`src/rtl/cfgl_pkg.sv`:
```
package cfgl_pkg;

  localparam int unsigned WORD_W = 32;

  typedef logic [WORD_W-1:0] cfg_word_t;

  // Wrap-around increment for a ring index of arbitrary depth.
  function automatic int unsigned ring_next(input int unsigned idx, input int unsigned depth);
    return (idx + 1 >= depth) ? 0 : idx + 1;
  endfunction

  // True when one more read can be launched without overrunning the buffer.
  function automatic logic slot_free(input int unsigned in_flight, input int unsigned held,
                                     input int unsigned depth);
    return (in_flight + held) < depth;
  endfunction

endpackage

```
`src/rtl/cfgl_fetch.sv`:
```
module cfgl_fetch
  import cfgl_pkg::*;
#(
  parameter int unsigned AW    = 16,
  parameter int unsigned LW    = 16,
  parameter int unsigned LAT   = 2,
  parameter int unsigned DEPTH = 4,
  localparam int unsigned CW   = $clog2(DEPTH + 1)
) (
  input  logic          clk,
  input  logic          rst_n,
  input  logic          load,
  input  logic [AW-1:0] base,
  input  logic [LW-1:0] len,
  input  logic [CW-1:0] held,
  output logic          rd_strobe,
  output logic [AW-1:0] rd_addr,
  output logic          rd_valid
);

  logic [AW-1:0]  addr_q;
  logic [LW-1:0]  remain_q;
  logic [LAT-1:0] vld_pipe;
  logic           has_room;

  assign has_room  = slot_free($countones(vld_pipe), int'(held), DEPTH);
  assign rd_strobe = (remain_q != '0) && has_room;
  assign rd_addr   = addr_q;
  assign rd_valid  = vld_pipe[LAT-1];

  always_ff @(posedge clk or negedge rst_n) begin
    if (!rst_n) begin
      addr_q   <= '0;
      remain_q <= '0;
    end else if (load) begin
      addr_q   <= base;
      remain_q <= len;
    end else if (rd_strobe) begin
      addr_q   <= addr_q + 1'b1;
      remain_q <= remain_q - 1'b1;
    end
  end

  // Latency tracker: one valid bit per read in flight.
  generate
    if (LAT == 1) begin : g_lat1
      always_ff @(posedge clk or negedge rst_n) begin
        if (!rst_n) vld_pipe <= '0;
        else        vld_pipe <= rd_strobe;
      end
    end else begin : g_latn
      always_ff @(posedge clk or negedge rst_n) begin
        if (!rst_n) vld_pipe <= '0;
        else        vld_pipe <= {vld_pipe[LAT-2:0], rd_strobe};
      end
    end
  endgenerate

  assert_addr_ascend_R2: assert property (@(posedge clk) disable iff (!rst_n)
    (rd_strobe && !load) |=> (rd_addr == $past(rd_addr) + 1'b1));

  assert_read_credit_R4: assert property (@(posedge clk) disable iff (!rst_n)
    rd_strobe |-> ((int'(held) + $countones(vld_pipe)) < DEPTH));

endmodule

```
`src/rtl/cfgl_fifo.sv`:
```
module cfgl_fifo
  import cfgl_pkg::*;
#(
  parameter int unsigned DEPTH = 4,
  localparam int unsigned PW   = (DEPTH > 1) ? $clog2(DEPTH) : 1,
  localparam int unsigned CW   = $clog2(DEPTH + 1)
) (
  input  logic          clk,
  input  logic          rst_n,
  input  logic          push,
  input  cfg_word_t     din,
  input  logic          pop,
  output cfg_word_t     dout,
  output logic          empty,
  output logic [CW-1:0] count
);

  cfg_word_t     slots [DEPTH];
  logic [PW-1:0] wr_idx, rd_idx;

  assign empty = (count == '0);
  assign dout  = slots[rd_idx];

  always_ff @(posedge clk or negedge rst_n) begin
    if (!rst_n) begin
      wr_idx <= '0;
      rd_idx <= '0;
      count  <= '0;
    end else begin
      if (push) wr_idx <= PW'(ring_next(int'(wr_idx), DEPTH));
      if (pop)  rd_idx <= PW'(ring_next(int'(rd_idx), DEPTH));
      case ({push, pop})
        2'b10:   count <= count + 1'b1;
        2'b01:   count <= count - 1'b1;
        default: count <= count;
      endcase
    end
  end

  always_ff @(posedge clk) begin
    if (push) slots[wr_idx] <= din;
  end

  assert_no_overflow_R5: assert property (@(posedge clk) disable iff (!rst_n)
    (push && !pop) |-> (int'(count) < DEPTH));

  assert_no_underflow_R5: assert property (@(posedge clk) disable iff (!rst_n)
    pop |-> !empty);

endmodule

```
`src/rtl/cfgl_ctrl.sv`:
```
module cfgl_ctrl #(
  parameter int unsigned LW = 16
) (
  input  logic          clk,
  input  logic          rst_n,
  input  logic          req_start,
  input  logic [LW-1:0] req_len,
  input  logic          irq_ack,
  input  logic          wr_fire,
  output logic          load,
  output logic          active,
  output logic          irq
);

  logic [LW-1:0] left_q;
  logic          accept, zero_done, last_fire, done_evt;

  assign accept    = req_start && !active;
  assign zero_done = accept && (req_len == '0);
  assign load      = accept && (req_len != '0);
  assign last_fire = active && wr_fire && (left_q == LW'(1));
  assign done_evt  = zero_done || last_fire;

  always_ff @(posedge clk or negedge rst_n) begin
    if (!rst_n) begin
      active <= 1'b0;
      left_q <= '0;
      irq    <= 1'b0;
    end else begin
      if (load)           active <= 1'b1;
      else if (last_fire) active <= 1'b0;

      if (load)         left_q <= req_len;
      else if (wr_fire) left_q <= left_q - 1'b1;

      irq <= (irq && !irq_ack) || done_evt;
    end
  end

  assert_irq_sticky_R9: assert property (@(posedge clk) disable iff (!rst_n)
    (irq && !irq_ack) |=> irq);

  assert_ack_wins_idle_R9: assert property (@(posedge clk) disable iff (!rst_n)
    (irq_ack && !done_evt) |=> !irq);

  assert_start_ignored_R8: assert property (@(posedge clk) disable iff (!rst_n)
    (active && req_start && !wr_fire) |=> $stable(left_q));

  assert_zero_len_R7: assert property (@(posedge clk) disable iff (!rst_n)
    (!active && req_start && (req_len == '0)) |=> (irq && !active));

  assert_done_then_idle_R6: assert property (@(posedge clk) disable iff (!rst_n)
    last_fire |=> (!active && irq));

endmodule

```
`src/rtl/cfg_image_loader.sv`:
```
module cfg_image_loader
  import cfgl_pkg::*;
#(
  parameter int unsigned AW    = 16,
  parameter int unsigned LW    = 16,
  parameter int unsigned LAT   = 2,
  parameter int unsigned DEPTH = 4,
  localparam int unsigned CW   = $clog2(DEPTH + 1)
) (
  input  logic          clk,
  input  logic          rst_n,
  input  logic [AW-1:0] req_addr,
  input  logic [LW-1:0] req_len,
  input  logic          req_start,
  input  logic          irq_ack,
  output logic          sram_re,
  output logic [AW-1:0] sram_addr,
  input  logic [31:0]   sram_rdata,
  output logic          port_we,
  output logic [31:0]   port_data,
  input  logic          port_busy,
  output logic          xfer_busy,
  output logic          irq
);

  logic          load, active, rd_valid, buf_empty;
  logic [CW-1:0] buf_count;
  cfg_word_t     buf_head;

  cfgl_ctrl #(.LW(LW)) u_ctrl (
    .clk       (clk),
    .rst_n     (rst_n),
    .req_start (req_start),
    .req_len   (req_len),
    .irq_ack   (irq_ack),
    .wr_fire   (port_we),
    .load      (load),
    .active    (active),
    .irq       (irq)
  );

  cfgl_fetch #(.AW(AW), .LW(LW), .LAT(LAT), .DEPTH(DEPTH)) u_fetch (
    .clk       (clk),
    .rst_n     (rst_n),
    .load      (load),
    .base      (req_addr),
    .len       (req_len),
    .held      (buf_count),
    .rd_strobe (sram_re),
    .rd_addr   (sram_addr),
    .rd_valid  (rd_valid)
  );

  cfgl_fifo #(.DEPTH(DEPTH)) u_buf (
    .clk   (clk),
    .rst_n (rst_n),
    .push  (rd_valid),
    .din   (sram_rdata),
    .pop   (port_we),
    .dout  (buf_head),
    .empty (buf_empty),
    .count (buf_count)
  );

  assign port_we   = active && !buf_empty && !port_busy;
  assign port_data = buf_head;
  assign xfer_busy = active;

  assert_stall_R5: assert property (@(posedge clk) disable iff (!rst_n)
    port_busy |-> !port_we);

  assert_read_when_busy_R4: assert property (@(posedge clk) disable iff (!rst_n)
    sram_re |-> xfer_busy);

  assert_idle_quiet_R7: assert property (@(posedge clk) disable iff (!rst_n)
    !xfer_busy |-> (!port_we && !sram_re));

endmodule

```
`config.mk`:
```
export PLATFORM = sky130hd
export DESIGN_NAME = cfg_image_loader
export DESIGN_NICKNAME = d
export VERILOG_FILES = /design/src/rtl/cfgl_pkg.sv /design/src/rtl/cfgl_fetch.sv /design/src/rtl/cfgl_fifo.sv /design/src/rtl/cfgl_ctrl.sv /design/src/rtl/cfg_image_loader.sv
export SDC_FILE = /design/constraint.sdc
export NUM_CORES = 1
export LEC_CHECK = 0
export BUFFER_PORTS_ARGS = -buffer_cell sky130_fd_sc_hd__buf_2
export CORE_MARGIN = 5
export CORE_UTILIZATION = 51
export DETAILED_ROUTE_END_ITERATION = 10
export PLACE_DENSITY = 0.76
export SETUP_SLACK_MARGIN = 0.2
export SYNTH_ARGS = -nofsm -noshare
export SYNTH_HDL_FRONTEND = slang
export SYNTH_SLANG_ARGS = --single-unit
```
`constraint.sdc`:
```
create_clock -name clk -period 2.5 [get_ports clk]
set_clock_uncertainty 0.2 [all_clocks]
set_input_delay 0.25 -clock clk [delete_from_list [all_inputs] [get_ports clk]]
set_output_delay 0.25 -clock clk [all_outputs]
set_load 0.01 [all_outputs]
```
==> results of run 1 <==
[worst max-delay path: stages (launching register included)]
cell,delay (ns)
dfrtp_2,0.40
or4_4,0.58
nor4_4,0.41
nor2_4,0.07
buf_6,0.13
[cell usage in the layout, fill, tap and decap left out, drive strengths merged, types with 7 or more instances in the layout]
| master | Yosys | routed |
|---|---|---|
| nand4 | 8 | 8 |
| clkbuf | 11 | 18 |
| o211ai | 7 | 7 |
| ha | 12 | 12 |
| o21ai | 34 | 34 |
| inv | 14 | 19 |
| a21oi | 13 | 13 |
| clkinv | 1 | 7 |
| mux4 | 32 | 32 |
| nand2 | 41 | 41 |
| xnor2 | 27 | 27 |
| nor3 | 18 | 18 |
| xor2 | 9 | 9 |
| dfrtp | 59 | 59 |
| dlygate4sd3 | 0 | 66 |
| nor2 | 21 | 21 |
| nand3 | 13 | 13 |
| nor4 | 18 | 18 |
| edfxtp | 128 | 128 |
| buf | 7 | 162 |
[path summary, 6_finish.rpt]
check	from	end	slack [ns]	cells past startpoint
min in group asynchronous	rst_n	u_fetch.rd_addr[13]	0.16	3
max reg2reg	u_fetch.remain_q[1]	u_fetch.rd_addr[2]	0.05	8
max	u_fetch.remain_q[3]	sram_re	0.03	4
max in group asynchronous	rst_n	u_buf.rd_idx[0]	1.58	3
min	req_start	u_ctrl.irq	0.07	5
min reg2reg	u_fetch.vld_pipe[0]	u_fetch.vld_pipe[1]	0.19	0
[metal layers]
layer / track usage (%) / vias to the layer above
li1: - / 2487
met4: 6.00 / 0
met2: 34.6 / 180
met1: 26.0 / 2734
met5: 0 / -
met3: 5.29 / 18
[registers in the layout, indices dropped and copies added, names as in the netlist]
name	cells
u_buf.wr_idx	2
u_fetch.vld_pipe	2
u_ctrl.left_q	16
u_buf.slots	128
u_buf.count	3
u_ctrl.irq	1
u_ctrl.active	1
u_fetch.remain_q	16
u_fetch.rd_addr	16
u_buf.rd_idx	2
[kinds of logic after synthesis]
kind of cell | Yosys count | synth area share, %
flip-flops | 187 | 67.1
AND/OR/NAND/NOR | 151 | 10.4
AO/OA/AOI/OAI | 70 | 5.32
XOR/XNOR | 36 | 4.07
multiplexers | 33 | 9.22
buffers and inverters | 33 | 1.75
adder cells (fa/ha/maj) | 13 | 2.15
[what timing repair did]
action                                  4_1_cts  5_1_grt
endpoints found under the setup margin       32       64
pin swaps                                    22       23
gates cloned                                  0        1
gates resized for setup                      33       37
hold buffers                                 66        0
buffers inserted                              8       14
endpoints found under the hold margin       236        0
[cell type report]
class / instances / area [µm²] / share of cell area (%)
Clock buffer: 17 / 425 / 3.98
Clock inverter: 15 / 213 / 1.99
Inverter: 15 / 57.6 / 0.538
Multi-Input combinational cell: 303 / 2790 / 26.1
Sequential cell: 187 / 5330 / 49.8
Tap cell: 188 / 235 / 2.20
Timing Repair Buffer: 229 / 1650 / 15.4
[through the flow]
step	instances	utilization, %
after global routing	954	70.3
after floorplan	523	-
after global placement	833	58.5
after detailed placement	833	58.5
final	954	70.3
after CTS	939	68.5
[power by group through the flow]
| stage | sequential [mW] | combinational (mW) | clock [mW] |
|---|---|---|---|
| 2_1_floorplan | 4.82 | 2.42 | 0 |
| 3_3_place_gp | 4.84 | 3.60 | 0 |
| 3_5_place_dp | 4.90 | 3.69 | 0 |
| 4_1_cts | 4.88 | 3.96 | 2.92 |
| 5_1_grt | 5.00 | 4.68 | 3.06 |
| 6_report | 4.91 | 4.31 | 2.87 |
==> results.yml, run 1 <==
logic_synthesis:
  synth_edf_count: 128
  yosysTopAreaCellShare_pct: 48.5
  async_reset_ff_share_pct: 31.6
  ys_top_cells_by_area: "edfxtp_1, dfrtp_1, mux4_2"
  synth_most_common_cell: "edfxtp_1"
  synth_seq_area_share_pct: 67.1
  synth_cells: 523
  synth_area_mm2: 0.00793
  synth_commonest_cells: "edfxtp_1, dfrtp_1, nand2_1"
  synth_flop_cell: "edfxtp_1"
  yosysWarnings: 0
  synth_top_area_cell: "edfxtp_1"
  ys_ff_latch: 187
  syn_avg_cell_area_um2: 15.2
  synth.distinct_cells: 51
  synth_nets: 605
timing:
  period_needed_ns: 2.47
  slew_headroom_pct: 41.3
  setup-tns-final_ns: 0
  period_share_pct: 98.8
  rsz0062_at_grt: "yes"
  tightest_slew_ns: 0.880
  slew_viol_final: 0
  whs_ns: 0.0676
  hold_viol: 0
  max_clock_freq_mhz: 405
  fin_ws_ns: 0.0297
  finalSetupViolCount: 0
routing:
  drtIter0Drc: 334
  wire_per_inst_um: 19.4
  viasPerCell: 5.68
  wl_met2_um: 9460
  wl_met1_um: 7630
  ant_nets: 0
  wl_met3_um: 1120
  wirelength_um: 18500
  dr.pass1.iters: 7
  top_layer: "met4"
  route.detailed.drc: 0
  vias: 5419
critical_path:
  start_kind: "flip-flop"
  path_max_fanout: 3
  cp.required_ns: 2.05
  arrival_ns: 2.02
  setup.worst_path.end_class: "output pin"
  critPathKind: "flip-flop to output pin"
run_status:
  status: "finished clean"
pwr:
  p_leak_nw: 3.99
  p_comb_share_pct: 35.6
  power_density_mw_per_mm2: 1130
  seqPwrFrac_pct: 40.6
  swShare_pct: 33.2
  switchingPower_mw: 4.01
  pwr-share-clk_pct: 23.8
  p_int_mw: 8.07
  totalPowerFinal_mw: 12.1
  max-vdd-ir-drop_mv: 0.538
floorplanning:
  row_count: 45
  initial_core_util_pct: 52.1
  core_mm2: 0.0152
  io_pins: 121
  die_w_um: 135
  die_h_um: 135
  die-area_mm2: 0.0181
finish:
  area_delta_synth_final_pct: 34.9
  design_area_mm2: 0.0107
  finalNetCount: 835
  drive_above_1_share_pct: 37.7
  n_fill_cell: 984
  diodes: 0
cts:
  path_clk_slew_ns: 0.07
  cts_buffers: 17
  cts.sinks: 187
  tritoncts: "done"
  root_buffer: "clkbuf_16"
  htree_num_levels: 4
  cts_buffer_depth: 2
  clkLatencyLatePin_ns: 0.43
global_route:
  grt_pass1_vias: 5575
  grt_max_degree: 52
  grt.total_usage_pct: 20.4
  antenna_found_initial: 0
  gr-total-overflow: 0
  grt_pass1_wl_um: 28700
min_path:
  min_path_type: "input pin to flip-flop"
run:
  maxCapViolCount: 0
place:
  dp_slack_ns: 0.0657
  dpl.hpwl_um: 11000
  portBuffers: 120
  place_congestion: 0.889
  postPlaceCellArea_mm2: 0.00890
Power figures use the tool's default switching activity.
==> run 2, diff against run 1 <==
--- a/config.mk
+++ b/config.mk
@@ -9,7 +9,7 @@
 export CORE_MARGIN = 5
 export CORE_UTILIZATION = 51
 export DETAILED_ROUTE_END_ITERATION = 10
-export PLACE_DENSITY = 0.76
+export PLACE_DENSITY = 0.83
 export SETUP_SLACK_MARGIN = 0.2
 export SYNTH_ARGS = -nofsm -noshare
 export SYNTH_HDL_FRONTEND = slang
==> run 2 against run 1 <==
Against the previous run:
- count of clock-buffer cells in the layout increased by 1
- cell area increased by 1.4%
- sequential cell count unchanged
- sequential share of layout area decreased by 0.66 points
- the run now ends with negative setup slack left
- non-clock buffer count increased by 3
- global-route usage increased by 0.92 points
- worst hold slack improved by 0.054 ns
- highest routed layer unchanged
- via count increased by 2.7%
- power increased by 3.2%
- largest power group unchanged
==> results.yml, run 2 (synthesis gave the netlist of run 1 again) <==
global_route:
  grt_max_degree: 60
  grt.total_usage_pct: 21.3
  grt_pass1_vias: 5818
  grt_pass1_wl_um: 29900
  antenna_found_initial: 0
  gr-total-overflow: 0
pwr:
  totalPowerFinal_mw: 12.5
  p_int_mw: 8.24
  p_leak_nw: 4.04
  max-vdd-ir-drop_mv: 0.634
  switchingPower_mw: 4.22
  pwr-share-clk_pct: 21.9
  power_density_mw_per_mm2: 1150
  seqPwrFrac_pct: 39.9
  swShare_pct: 33.9
  p_comb_share_pct: 38.1
place:
  dp_slack_ns: 0.0953
  place_inst: 833
  dpl.hpwl_um: 11500
  postPlaceCellArea_mm2: 0.00891
  place_congestion: 0.884
  portBuffers: 120
timing:
  period_share_pct: 102
  hold_viol: 0
  rsz0062_at_grt: "yes"
  slew_viol_final: 0
  period_needed_ns: 2.54
  tightest_slew_ns: 0.768
  setup-tns-final_ns: -0.0784
  max_clock_freq_mhz: 393
  finalSetupViolCount: 2
  fin_ws_ns: -0.0416
  whs_ns: 0.121
  slew_headroom_pct: 48.8
routing:
  wirelength_um: 20300
  drtIter0Drc: 342
  ant_nets: 0
  wl_met3_um: 1340
  wl_met1_um: 7860
  wire_per_inst_um: 21.2
  route.detailed.drc: 0
  dr.pass1.iters: 7
  vias: 5563
  top_layer: "met4"
  viasPerCell: 5.81
  wl_met2_um: 10800
cts:
  root_buffer: "clkbuf_16"
  path_clk_slew_ns: 0.07
  cts_buffer_depth: 2
  htree_num_levels: 4
  tritoncts: "done"
  cts_buffers: 17
  clkLatencyLatePin_ns: 0.43
  cts.sinks: 187
critical_path:
  critPathKind: "flip-flop to output pin"
  path_max_fanout: 7
  arrival_ns: 2.09
  start_kind: "flip-flop"
  cp.required_ns: 2.05
  setup.worst_path.end_class: "output pin"
floorplanning:
  initial_core_util_pct: 52.1
  core_mm2: 0.0152
  die_h_um: 135
  row_count: 45
  die-area_mm2: 0.0181
  die_w_um: 135
  io_pins: 121
run_status:
  status: "complete, but fails checks"
  violations: "negative setup slack"
finish:
  finalNetCount: 838
  most-common-layout-cells: "edfxtp_1, buf_2, dlygate4sd3_1"
  stdcell_count: 957
  area_delta_synth_final_pct: 36.8
  largest-register: "u_buf.slots"
  largest_reg_flops: 128
  drive_above_1_share_pct: 37.3
  n_fill_cell: 959
  fin_util_pct: 71.3
  design_area_mm2: 0.0108
  final_common_cell: "edfxtp_1"
  diodes: 0
run:
  maxCapViolCount: 0
min_path:
  min_path_type: "input pin to flip-flop"
## run 2: layout make-up
| cell class | instances | area (µm²) | area share (%) |
|---|---|---|---|
| sequential | 187 | 5330 | 49.1 |
| tap | 188 | 235 | 2.17 |
| clock inverter | 14 | 175 | 1.62 |
| clock buffer | 18 | 429 | 3.96 |
| timing repair buffer | 232 | 1850 | 17.1 |
| multi-input combinational | 303 | 2770 | 25.5 |
| inverter | 15 | 57.6 | 0.531 |
## run 2: final timing paths
path | from | slack [ns] | cells after the start | end
setup reg to reg | u_fetch.remain_q[0] | -0.04 | 9 | u_fetch.rd_addr[2]
setup / recovery | u_fetch.remain_q[7] | -0.04 | 4 | sram_re
min in group asynchronous | rst_n | 0.29 | 3 | u_ctrl.irq
max in group asynchronous | rst_n | 1.20 | 3 | u_buf.rd_idx[0]
hold reg to reg | u_fetch.vld_pipe[0] | 0.21 | 0 | u_fetch.vld_pipe[1]
hold / removal | port_busy | 0.12 | 4 | u_ctrl.left_q[6]
## run 2: critical path, cell delays in order, from the launching register on
cell and delay, ns:
dfrtp_2 0.42, or4_4 0.61, nor4_4 0.39, nor2_4 0.10, buf_6 0.13
## run 2: timing repair
item / 4_1_cts / 5_1_grt
resized for setup: 40 / 55
hold buffers: 66 / 0
cloned: 0 / 2
endpoints found under the setup margin: 56 / 56
hold endpoints to repair: 236 / 0
pin swaps: 20 / 15
setup buffers: 15 / 9
## run 2: power groups by stage
stage	logic (mW)	registers, mW	clock network (mW)
floorplan	2.42	4.82	0
global placement	3.52	4.88	0
detailed placement	3.65	4.96	0
CTS	4.09	4.92	2.78
global route	5.14	5.06	2.93
finish	4.75	4.98	2.74
## run 2: metal layers
metal / vias to the layer above / track usage, %
li1: 2477 / -
met1: 2815 / 25.7
met2: 248 / 37.3
met3: 23 / 6.15
met4: 0 / 6.39
met5: - / 0
